`config.mk`:
```
export PLATFORM = sky130hd
export DESIGN_NAME = dw_cond_unit
export DESIGN_NICKNAME = d
export VERILOG_FILES = /design/src/rtl/dw_cond_pkg.sv /design/src/rtl/dw_flag_derive.sv /design/src/rtl/dw_flag_reg.sv /design/src/rtl/dw_cond_eval.sv /design/src/rtl/dw_cond_unit.sv
export SDC_FILE = /design/constraint.sdc
export NUM_CORES = 1
export LEC_CHECK = 0
export BUFFER_PORTS_ARGS = -buffer_cell sky130_fd_sc_hd__buf_2
export CAP_MARGIN = 15
export CORE_AREA = 2 2 84 46
export DETAILED_ROUTE_END_ITERATION = 10
export DIE_AREA = 0 0 86 48
export PLACE_DENSITY_LB_ADDON = 0.1
export SYNTH_ARGS = -nofsm -noshare
export SYNTH_HDL_FRONTEND = slang
export SYNTH_HIERARCHICAL = 1
export SYNTH_SLANG_ARGS = --single-unit
export TNS_END_PERCENT = 30
```
`constraint.sdc`:
```
create_clock -name clk -period 5.2 [get_ports clk]
set_input_delay 0.78 -clock clk [delete_from_list [all_inputs] [get_ports clk]]
set_output_delay 0.78 -clock clk [all_outputs]
set_load 0.005 [all_outputs]
```
`src/rtl/dw_cond_pkg.sv`:
```
package dw_cond_pkg;

    typedef struct packed {
        logic n;
        logic z;
        logic c;
        logic v;
    } flags_t;

    typedef enum logic [3:0] {
        CC_EQ = 4'd0,
        CC_NE = 4'd1,
        CC_LT = 4'd2,
        CC_GE = 4'd3,
        CC_GT = 4'd4,
        CC_LE = 4'd5,
        CC_CS = 4'd6,
        CC_CC = 4'd7,
        CC_VS = 4'd8,
        CC_VC = 4'd9,
        CC_AL = 4'd10,
        CC_NV = 4'd11
    } cond_e;

    function automatic logic cond_true(flags_t f, logic [3:0] code);
        logic signed_lt;
        signed_lt = f.n ^ f.v;
        case (code)
            CC_EQ:   return f.z;
            CC_NE:   return !f.z;
            CC_LT:   return signed_lt;
            CC_GE:   return !signed_lt;
            CC_GT:   return !f.z && !signed_lt;
            CC_LE:   return f.z || signed_lt;
            CC_CS:   return f.c;
            CC_CC:   return !f.c;
            CC_VS:   return f.v;
            CC_VC:   return !f.v;
            CC_AL:   return 1'b1;
            default: return 1'b0;
        endcase
    endfunction

endpackage

```
`src/rtl/dw_flag_derive.sv`:
```
module dw_flag_derive
    import dw_cond_pkg::*;
#(
    parameter int XLEN = 64,
    parameter int NW   = 32
) (
    input  logic [XLEN-1:0] val,
    output flags_t          wide,
    output flags_t          narrow
);
    localparam int NMSB = NW - 1;

    always_comb begin
        wide.n   = val[XLEN-1];
        wide.z   = (val == '0);
        wide.c   = 1'b0;
        wide.v   = 1'b0;
        narrow.n = val[NMSB];
        narrow.z = (val[NMSB:0] == '0);
        narrow.c = val[NW];
        narrow.v = val[NW] ^ val[NMSB];
    end
endmodule

```
`src/rtl/dw_flag_reg.sv`:
```
module dw_flag_reg
    import dw_cond_pkg::*;
(
    input  logic   clk,
    input  logic   rst,
    input  logic   set_valid,
    input  flags_t d_wide,
    input  flags_t d_narrow,
    output flags_t q_wide,
    output flags_t q_narrow
);
    always_ff @(posedge clk) begin
        if (rst) begin
            q_wide   <= '0;
            q_narrow <= '0;
        end else if (set_valid) begin
            q_wide   <= d_wide;
            q_narrow <= d_narrow;
        end
    end


    both_sets_written_chk: assert property (@(posedge clk) disable iff (rst)
        set_valid |=> (q_wide == $past(d_wide)) && (q_narrow == $past(d_narrow)));


    flags_hold_chk: assert property (@(posedge clk) disable iff (rst)
        !set_valid |=> $stable(q_wide) && $stable(q_narrow));
endmodule

```
`src/rtl/dw_cond_eval.sv`:
```
module dw_cond_eval
    import dw_cond_pkg::*;
(
    input  flags_t     f_wide,
    input  flags_t     f_narrow,
    input  logic       wide_sel,
    input  logic [3:0] cond,
    output logic       taken
);
    flags_t f_sel;

    always_comb begin
        f_sel = wide_sel ? f_narrow : f_wide;
        taken = cond_true(f_sel, cond);
    end
endmodule

```
`src/rtl/dw_cond_unit.sv`:
```
module dw_cond_unit
    import dw_cond_pkg::*;
#(
    parameter int XLEN = 64,
    parameter int NW   = 32
) (
    input  logic            clk,
    input  logic            rst,
    input  logic            set_valid,
    input  logic [XLEN-1:0] set_value,
    input  logic            set_carry,
    input  logic            set_ovf,
    input  logic            br_use_reg,
    input  logic            br_wide_sel,
    input  logic [3:0]      br_cond,
    input  logic [XLEN-1:0] br_value,
    output logic [3:0]      val_flags64,
    output logic [3:0]      val_flags32,
    output logic [3:0]      reg_flags64,
    output logic [3:0]      reg_flags32,
    output logic            br_taken
);
    flags_t bv_wide, bv_narrow;
    flags_t sv_wide, sv_narrow;
    flags_t st_wide, st_narrow;
    flags_t d_wide;
    flags_t src_wide, src_narrow;

    dw_flag_derive #(.XLEN(XLEN), .NW(NW)) u_br_derive (
        .val(br_value), .wide(bv_wide), .narrow(bv_narrow));

    dw_flag_derive #(.XLEN(XLEN), .NW(NW)) u_set_derive (
        .val(set_value), .wide(sv_wide), .narrow(sv_narrow));

    always_comb begin
        d_wide   = sv_wide;
        d_wide.c = set_carry;
        d_wide.v = set_ovf;
    end

    dw_flag_reg u_freg (
        .clk(clk), .rst(rst), .set_valid(set_valid),
        .d_wide(d_wide), .d_narrow(sv_narrow),
        .q_wide(st_wide), .q_narrow(st_narrow));

    always_comb begin
        src_wide   = br_use_reg ? st_wide   : bv_wide;
        src_narrow = br_use_reg ? st_narrow : bv_narrow;
    end

    dw_cond_eval u_eval (
        .f_wide(src_wide), .f_narrow(src_narrow), .wide_sel(br_wide_sel),
        .cond(br_cond), .taken(br_taken));

    assign val_flags64 = bv_wide;
    assign val_flags32 = bv_narrow;
    assign reg_flags64 = st_wide;
    assign reg_flags32 = st_narrow;


    narrow_eq_chk: assert property (@(posedge clk) disable iff (rst)
        (!br_use_reg && br_wide_sel && br_cond == 4'd0) |->
            (br_taken == (br_value[NW-1:0] == '0)));


    wide_eq_chk: assert property (@(posedge clk) disable iff (rst)
        (!br_use_reg && !br_wide_sel && br_cond == 4'd0) |->
            (br_taken == (br_value == '0)));


    never_taken_chk: assert property (@(posedge clk) disable iff (rst)
        (br_cond >= 4'd11) |-> !br_taken);


    always_taken_chk: assert property (@(posedge clk) disable iff (rst)
        (br_cond == 4'd10) |-> br_taken);
endmodule

```
## After elaboration in Yosys (flattened, before gate mapping)

Cells that the tools add are included.

| storage, ports and cells | value |
|---|---|
| flip-flop bits (word level) | 8 |
| input port bits | 139 |
| output and inout port bits | 17 |
| word-level logic and storage cells | 36 |

| operators by class | value |
|---|---|
| eq/ne operators | 10 |
| mux-type cells | 4 |
| bitwise gates (word level) | 3 |
| reduce and logical (&&, ||, !) cells | 11 |

Operator list:

| kind | count |
|---|---|
| zero test 64 bit | 2 |
| zero test 32 bit | 2 |
| equality test 4 x 3 -> 1 bit (second input constant) | 4 |
| equality test 4 bit (second input constant) | 3 |
| 2-to-1 mux 4 bit | 3 |
| case mux 1 bit (11 select lines) | 1 |
| equality test 4 x 2 -> 1 bit (second input constant) | 2 |
| equality test 4 x 1 -> 1 bit (second input constant) | 1 |
| zero test 1 bit | 4 |
| zero test 4 bit | 1 |
| XOR 1 bit | 3 |
| logical AND 1 bit | 1 |
| logical OR 1 bit | 1 |

## Depth between registers and ports, before layout

Gate-level depths: netlist (run 1).

| logic depth | value |
|---|---|
| word-level depth | 7 |
| mapped depth | 8 |
| mapped depth without buffers | 8 |

## Hierarchy

Netlist (run 1), hierarchy kept.

By module, submodules not included:

| module | times used | cells each | area each (sq um) | seq. area each (sq um) |
|---|---|---|---|---|
| dw_flag_derive | 2 | 29 | 210.2 | 0.0 |
| dw_flag_reg | 1 | 26 | 285.3 | 160.2 |
| dw_cond_eval | 1 | 22 | 172.7 | 0.0 |
| dw_cond_unit | 1 | 9 | 131.4 | 0.0 |

## Worst setup path after synthesis (run 1)

OpenSTA, ideal clock, no wires.

| timing path | value |
|---|---|
| path type | input-to-output |
| start point | in br_value[31] |
| end point | out br_taken |
| arrival | 2.276 ns |
| path slack | 2.144 ns |
| stages | 6 |
| buffers on the path | 0 |
| cell sequence | xor2_1 > mux2_4 > xor2_1 > mux4_2 > o311a_1 > o22ai_1 |

RTL lines:

| what | line | text |
|---|---|---|
| from (decl) | dw_cond_unit.sv:16 | `input logic [XLEN-1:0] br_value,` |
| to (decl) | dw_cond_unit.sv:21 | `output logic br_taken` |

==> results.py, run 1 <==
metrics = {
    "run_status": {
        "status": "complete, no violations",
    },
    "global_route": {
        "grt_overflow": 0,
        "grt_pass1_vias": 1196,
        "grt_max_degree": 9,
        "grt_pass1_wl_mm": 5.75,
        "antenna_found_initial": 0,
        "grtUsageTotal": 0.181,
    },
    "job": {
        "drv_cap": 0,
    },
    "detailed_routing": {
        "ant_nets": 0,
        "dr_total_vias": 1420,
        "via_per_inst": 4.73,
        "drtIter0Drc": 25,
        "wl_per_cell_um": 13.4,
        "wl_mm": 4.01,
        "drc": 0,
        "firstDrtPassIters": 4,
    },
    "sta": {
        "finalCriticalPeriod_ns": 3.33,
        "finClkSkew_ns": 0,
        "drv_slew": 0,
        "max_freq_ghz": 0.301,
        "fin_setup_tns_ns": 0,
        "timing.final.crit_share": 0.640,
        "rsz0062_at_grt": "false",
        "whs_ns": 0.525,
        "setup_viol": 0,
        "setup_slack_ns": 1.87,
        "hold_viol_final": 0,
    },
    "cells_and_area": {
        "layout-drive-gt1-share": 0.682,
        "final_core_util": 0.532,
        "layout-area-overhead-vs-synth_pct": 78.4,
        "fin_nets": 399,
        "fillers": 338,
        "fin_cells": 300,
        "antenna_cells": 0,
    },
    "worst_hold_path": {
        "hold_path.class": "register to register",
        "hold_start": "u_freg/q_wide[3]",
        "hold_depth": 2,
        "min_to": "u_freg/q_wide[3]",
    },
    "power": {
        "sequentialPowerShare": 0.277,
        "power.density_mw_per_mm2": 136,
        "switching_power_uw": 64.5,
        "combPwrFrac": 0.420,
        "p_clk_frac": 0.302,
        "p_sw_frac": 0.268,
        "p_leak_uw": 0.000934,
        "peakVddDrop_mv": 0.140,
        "power.internal_uw": 176,
    },
    "floorplanning": {
        "io_pins": 156,
        "coreArea_mm2": 0.00332,
        "dieArea_mm2": 0.00413,
        "die_h_um": 48,
        "num_rows": 15,
        "start_util": 0.298,
        "die_w_um": 86,
    },
    "synthesis": {
        "avgSynthCellArea_um2": 8.85,
        "synth_cells": 112,
        "syn_area_um2": 991,
        "synth_warnings": 6,
    },
    "critical_path": {
        "worst-path-max-fanout": 8,
        "cp.arrival_ns": 2.55,
        "worst_path_most_repeated_cell": "buf_2",
        "startpoint_type": "input port",
        "worstPathRequired_ns": 4.42,
        "slowest_stage": "mux4_2",
        "cp_slowest_stage_delay_ns": 0.46,
        "crit_type": "input port to output pin",
        "reg2reg_depth": 2,
        "startpoint": "br_use_reg",
        "r2r_start": "u_freg/q_wide[2]",
        "r2r_end": "u_freg/q_wide[2]",
        "r2r_slack_ns": 4.58,
        "worstPathCellList": "buf_2 -> mux2_4 -> xor2_1 -> mux4_2 -> o311a_1 -> o22ai_1 -> buf_2",
        "end_kind": "output pin",
    },
    "clock_network": {
        "h-tree-depth": 1,
        "cts_sinks": 8,
        "clk_latency_ns": 0.22,
        "cts_tree": "yes",
        "cts_hold_buffers": 0,
        "cts_made_buffers": 3,
        "cts_setup_buffers": 0,
        "cts_max_path_buffers": 2,
        "ctsResizeCount": 0,
        "cts-root-buf": "clkbuf_8",
        "clk_pin_slew_ns": 0.04,
    },
    "place": {
        "port_buffers": 153,
        "pre_cts_ws_ns": 1.84,
        "dp.cells": 297,
        "hpwl_mm": 3.66,
        "gp_congestion": 0.789,
    },
}
area by class of cell:
type                       count  area [µm²]  area share
multi-input combinational     91         737       0.417
clock buffer                   3        41.3      0.0234
tap                           42        52.6      0.0297
timing repair buffer         153         766       0.433
inverter                       3        11.3     0.00637
sequential                     8         160      0.0906
per-stage QoR:
step                total power, µW  area [µm²]
floorplan                       109         995
global placement                168        1730
detailed placement              169        1730
CTS                             243        1770
global route                    258        1770
finish                          241        1770
power groups by stage:
stage	sequential [µW]	clock (µW)	combinational, µW
3_5_place_dp	67.8	0	101
5_1_grt	67.1	80.1	111
4_1_cts	66.8	74.6	102
2_1_floorplan	67.7	0	41.4
6_report	66.8	72.8	101
3_3_place_gp	67.9	0	100
state kept, by name (all words and copies together) (netlist names):
name,flops
u_freg/q_wide,4
u_freg/q_narrow,4
worst max-delay path by stage:
stage	endpoint	slack, ns
6_report	br_taken	1.87
5_1_grt	br_taken	1.56
4_1_cts	br_taken	1.83
3_5_place_dp	br_taken	1.84
3_3_place_gp	br_taken	1.80
2_1_floorplan	br_taken	2.14
per-layer routing:
metal | track usage | part of all wire
met3 | 0.0483 | 0.076
met1 | 0.233 | 0.45
met5 | 0 | 0
met2 | 0.324 | 0.48
met4 | 0.0190 | 0
critical path: cells and delay by family:
family | cells | cell delay, ns
compound gates | 2 | 0.41
xor+xnor | 1 | 0.17
buf+inv | 2 | 0.38
mux | 2 | 0.80
layout by cell type (no fill, tap or decap), types with 2 or more instances in the layout:
cell type	count
nand4_1	8
nor2_1	11
nor4_2	8
mux2_4	8
inv_1	3
mux2i_1	9
dfxtp_1	8
xor2_1	4
nand2b_1	2
nor4_1	26
clkbuf_8	3
buf_2	153
conb_1	2
Note: power is estimated with default switching activity, not from simulation.
==> inputs of run 2 (changes only) <==
--- a/config.mk
+++ b/config.mk
@@ -5,11 +5,12 @@
 export SDC_FILE = /design/constraint.sdc
 export NUM_CORES = 1
 export LEC_CHECK = 0
+export ABC_AREA = 1
 export BUFFER_PORTS_ARGS = -buffer_cell sky130_fd_sc_hd__buf_2
 export CAP_MARGIN = 15
-export CORE_AREA = 2 2 84 46
+export CORE_AREA = 2 2 99 53
 export DETAILED_ROUTE_END_ITERATION = 10
-export DIE_AREA = 0 0 86 48
+export DIE_AREA = 0 0 101 55
 export PLACE_DENSITY_LB_ADDON = 0.1
 export SYNTH_ARGS = -nofsm -noshare
 export SYNTH_HDL_FRONTEND = slang
==> constraint.sdc (replaced) <==
create_clock -name clk -period 2.8 [get_ports clk]
set_input_delay 0.42 -clock clk [delete_from_list [all_inputs] [get_ports clk]]
set_output_delay 0.42 -clock clk [all_outputs]
set_load 0.005 [all_outputs]
==> run 2 against run 1 <==
Against the previous run: flip-flop and latch count unchanged; sequential share of layout area down 1.9 points; critical endpoint unchanged; critical path depth up 11.
==> results.py, run 2 <==
metrics = {
    "worst_hold_path": {
        "hold_path.class": "input port to register",
    },
    "detailed_routing": {
        "ant_nets": 0,
        "wl_per_cell_um": 9.00,
        "dr_total_vias": 2046,
        "via_per_inst": 4.03,
        "drc": 0,
        "firstDrtPassIters": 5,
        "wl_mm": 4.57,
        "drtIter0Drc": 62,
    },
    "floorplanning": {
        "dieArea_mm2": 0.00556,
        "num_rows": 18,
        "start_util": 0.305,
        "die_h_um": 55,
        "die_w_um": 101,
        "io_pins": 156,
        "coreArea_mm2": 0.00473,
    },
    "power": {
        "power.internal_uw": 334,
        "p_sw_frac": 0.328,
        "p_clk_frac": 0.282,
        "p_leak_uw": 0.00147,
        "combPwrFrac": 0.462,
        "switching_power_uw": 163,
        "power.density_mw_per_mm2": 224,
        "peakVddDrop_mv": 0.198,
        "sequentialPowerShare": 0.257,
    },
    "global_route": {
        "grt_pass1_wl_mm": 6.77,
        "top_usage_layer": "met2",
        "grt_pass1_vias": 1609,
        "grt_max_degree": 17,
        "grtUsageMet1": 0.200,
        "grt_overflow": 0,
        "antenna_found_initial": 0,
        "met2_usage": 0.272,
        "met3_usage": 0.0352,
        "grtUsageTotal": 0.154,
    },
    "clock_network": {
        "h-tree-depth": 1,
        "cts_setup_buffers": 0,
        "clk_pin_slew_ns": 0.04,
        "cts_sinks": 8,
        "ctsResizeCount": 0,
        "cts_max_path_buffers": 2,
        "cts_made_buffers": 3,
        "clk_latency_ns": 0.23,
        "cts_tree": "yes",
        "cts_hold_buffers": 0,
        "cts-root-buf": "clkbuf_8",
    },
    "synthesis": {
        "synth_warnings": 6,
        "synth_cells": 303,
        "avgSynthCellArea_um2": 4.76,
        "syn_area_mm2": 0.00144,
    },
    "cells_and_area": {
        "final_area_mm2": 0.00222,
        "reg_top3": "u_freg/q_narrow: 4 flops, u_freg/q_wide: 4 flops",
        "fin_cells": 508,
        "antenna_cells": 0,
        "final_common_cell": "buf_2",
        "most-common-layout-cells": "buf_2, nand2_1, nor2_1",
        "layout-drive-gt1-share": 0.391,
        "fin_nets": 589,
        "layout-area-overhead-vs-synth_pct": 54.2,
    },
    "sta": {
        "timing.final.crit_share": 0.831,
        "setup_viol": 0,
        "whs_ns": 0.479,
        "finalCriticalPeriod_ns": 2.33,
        "max_freq_ghz": 0.430,
        "drv_slew": 0,
        "fin_setup_tns_ns": 0,
        "rsz0062_at_grt": "false",
        "finClkSkew_ns": 0,
        "hold_viol_final": 0,
    },
    "place": {
        "dp.cells": 505,
        "hpwl_mm": 4.03,
        "gp_congestion": 0.746,
        "dpl_cell_area_mm2": 0.00218,
        "port_buffers": 153,
    },
    "run_status": {
        "status": "complete, no violations",
    },
    "critical_path": {
        "cp.arrival_ns": 1.91,
        "end_kind": "output pin",
        "startpoint_type": "input port",
        "worst-path-max-fanout": 3,
        "worstPathRequired_ns": 2.38,
        "crit_type": "input port to output pin",
    },
    "job": {
        "drv_cap": 0,
    },
}
## run 2: cell type report
class	instances	area [µm²]
Fill cell	522	2510
Timing Repair Buffer	153	766
Sequential cell	8	160
Tap cell	60	75.1
Inverter	63	241
Clock buffer	3	41.3
Multi-Input combinational cell	221	938
## run 2: path summary, 6_finish.rpt
path | start | to | slack (ns) | depth (start not counted)
setup reg to reg | u_freg/q_wide[3] | u_freg/q_wide[3] | 2.21 | 2
hold reg to reg | u_freg/q_narrow[2] | u_freg/q_narrow[2] | 0.48 | 2
hold / removal | set_carry | u_freg/q_wide[1] | 0.48 | 5
setup / recovery | br_value[6] | br_taken | 0.47 | 18
## run 2: routing by layer
metal,up-vias,routed length (µm)
li1,1157,-
met1,820,2240
met2,69,1950
met3,0,387
met4,0,0
met5,-,0
## run 2: power groups by stage
stage               Sequential (µW)  Combinational (µW)  Clock [µW]
finish                          128                 230         140
global route                    129                 263         152
CTS                             128                 231         148
detailed placement              130                 230           0
global placement                130                 227           0
floorplan                       130                 118           0
## run 2: through the flow
step           utilization  worst slack [ns]  power, µW
2_1_floorplan            -             0.823        247
3_3_place_gp         0.461             0.491        357
3_5_place_dp         0.461             0.442        360
4_1_cts              0.470             0.436        507
5_1_grt              0.470             0.189        544
6_report             0.470             0.473        497
## run 2: worst max-delay path: stages
cell and delay (ns):
buf_2 0.09, inv_1 0.04, nand2_1 0.04, nor2_1 0.10, nand2_1 0.06, nor2_1 0.12
nand2_1 0.08, nor2_1 0.14, nand2_1 0.07, nand2_1 0.05, inv_1 0.04, o21ai_2 0.14
inv_1 0.09, nand3_1 0.07, nand3_1 0.07, nor2_1 0.11, nand2_1 0.05, buf_2 0.12
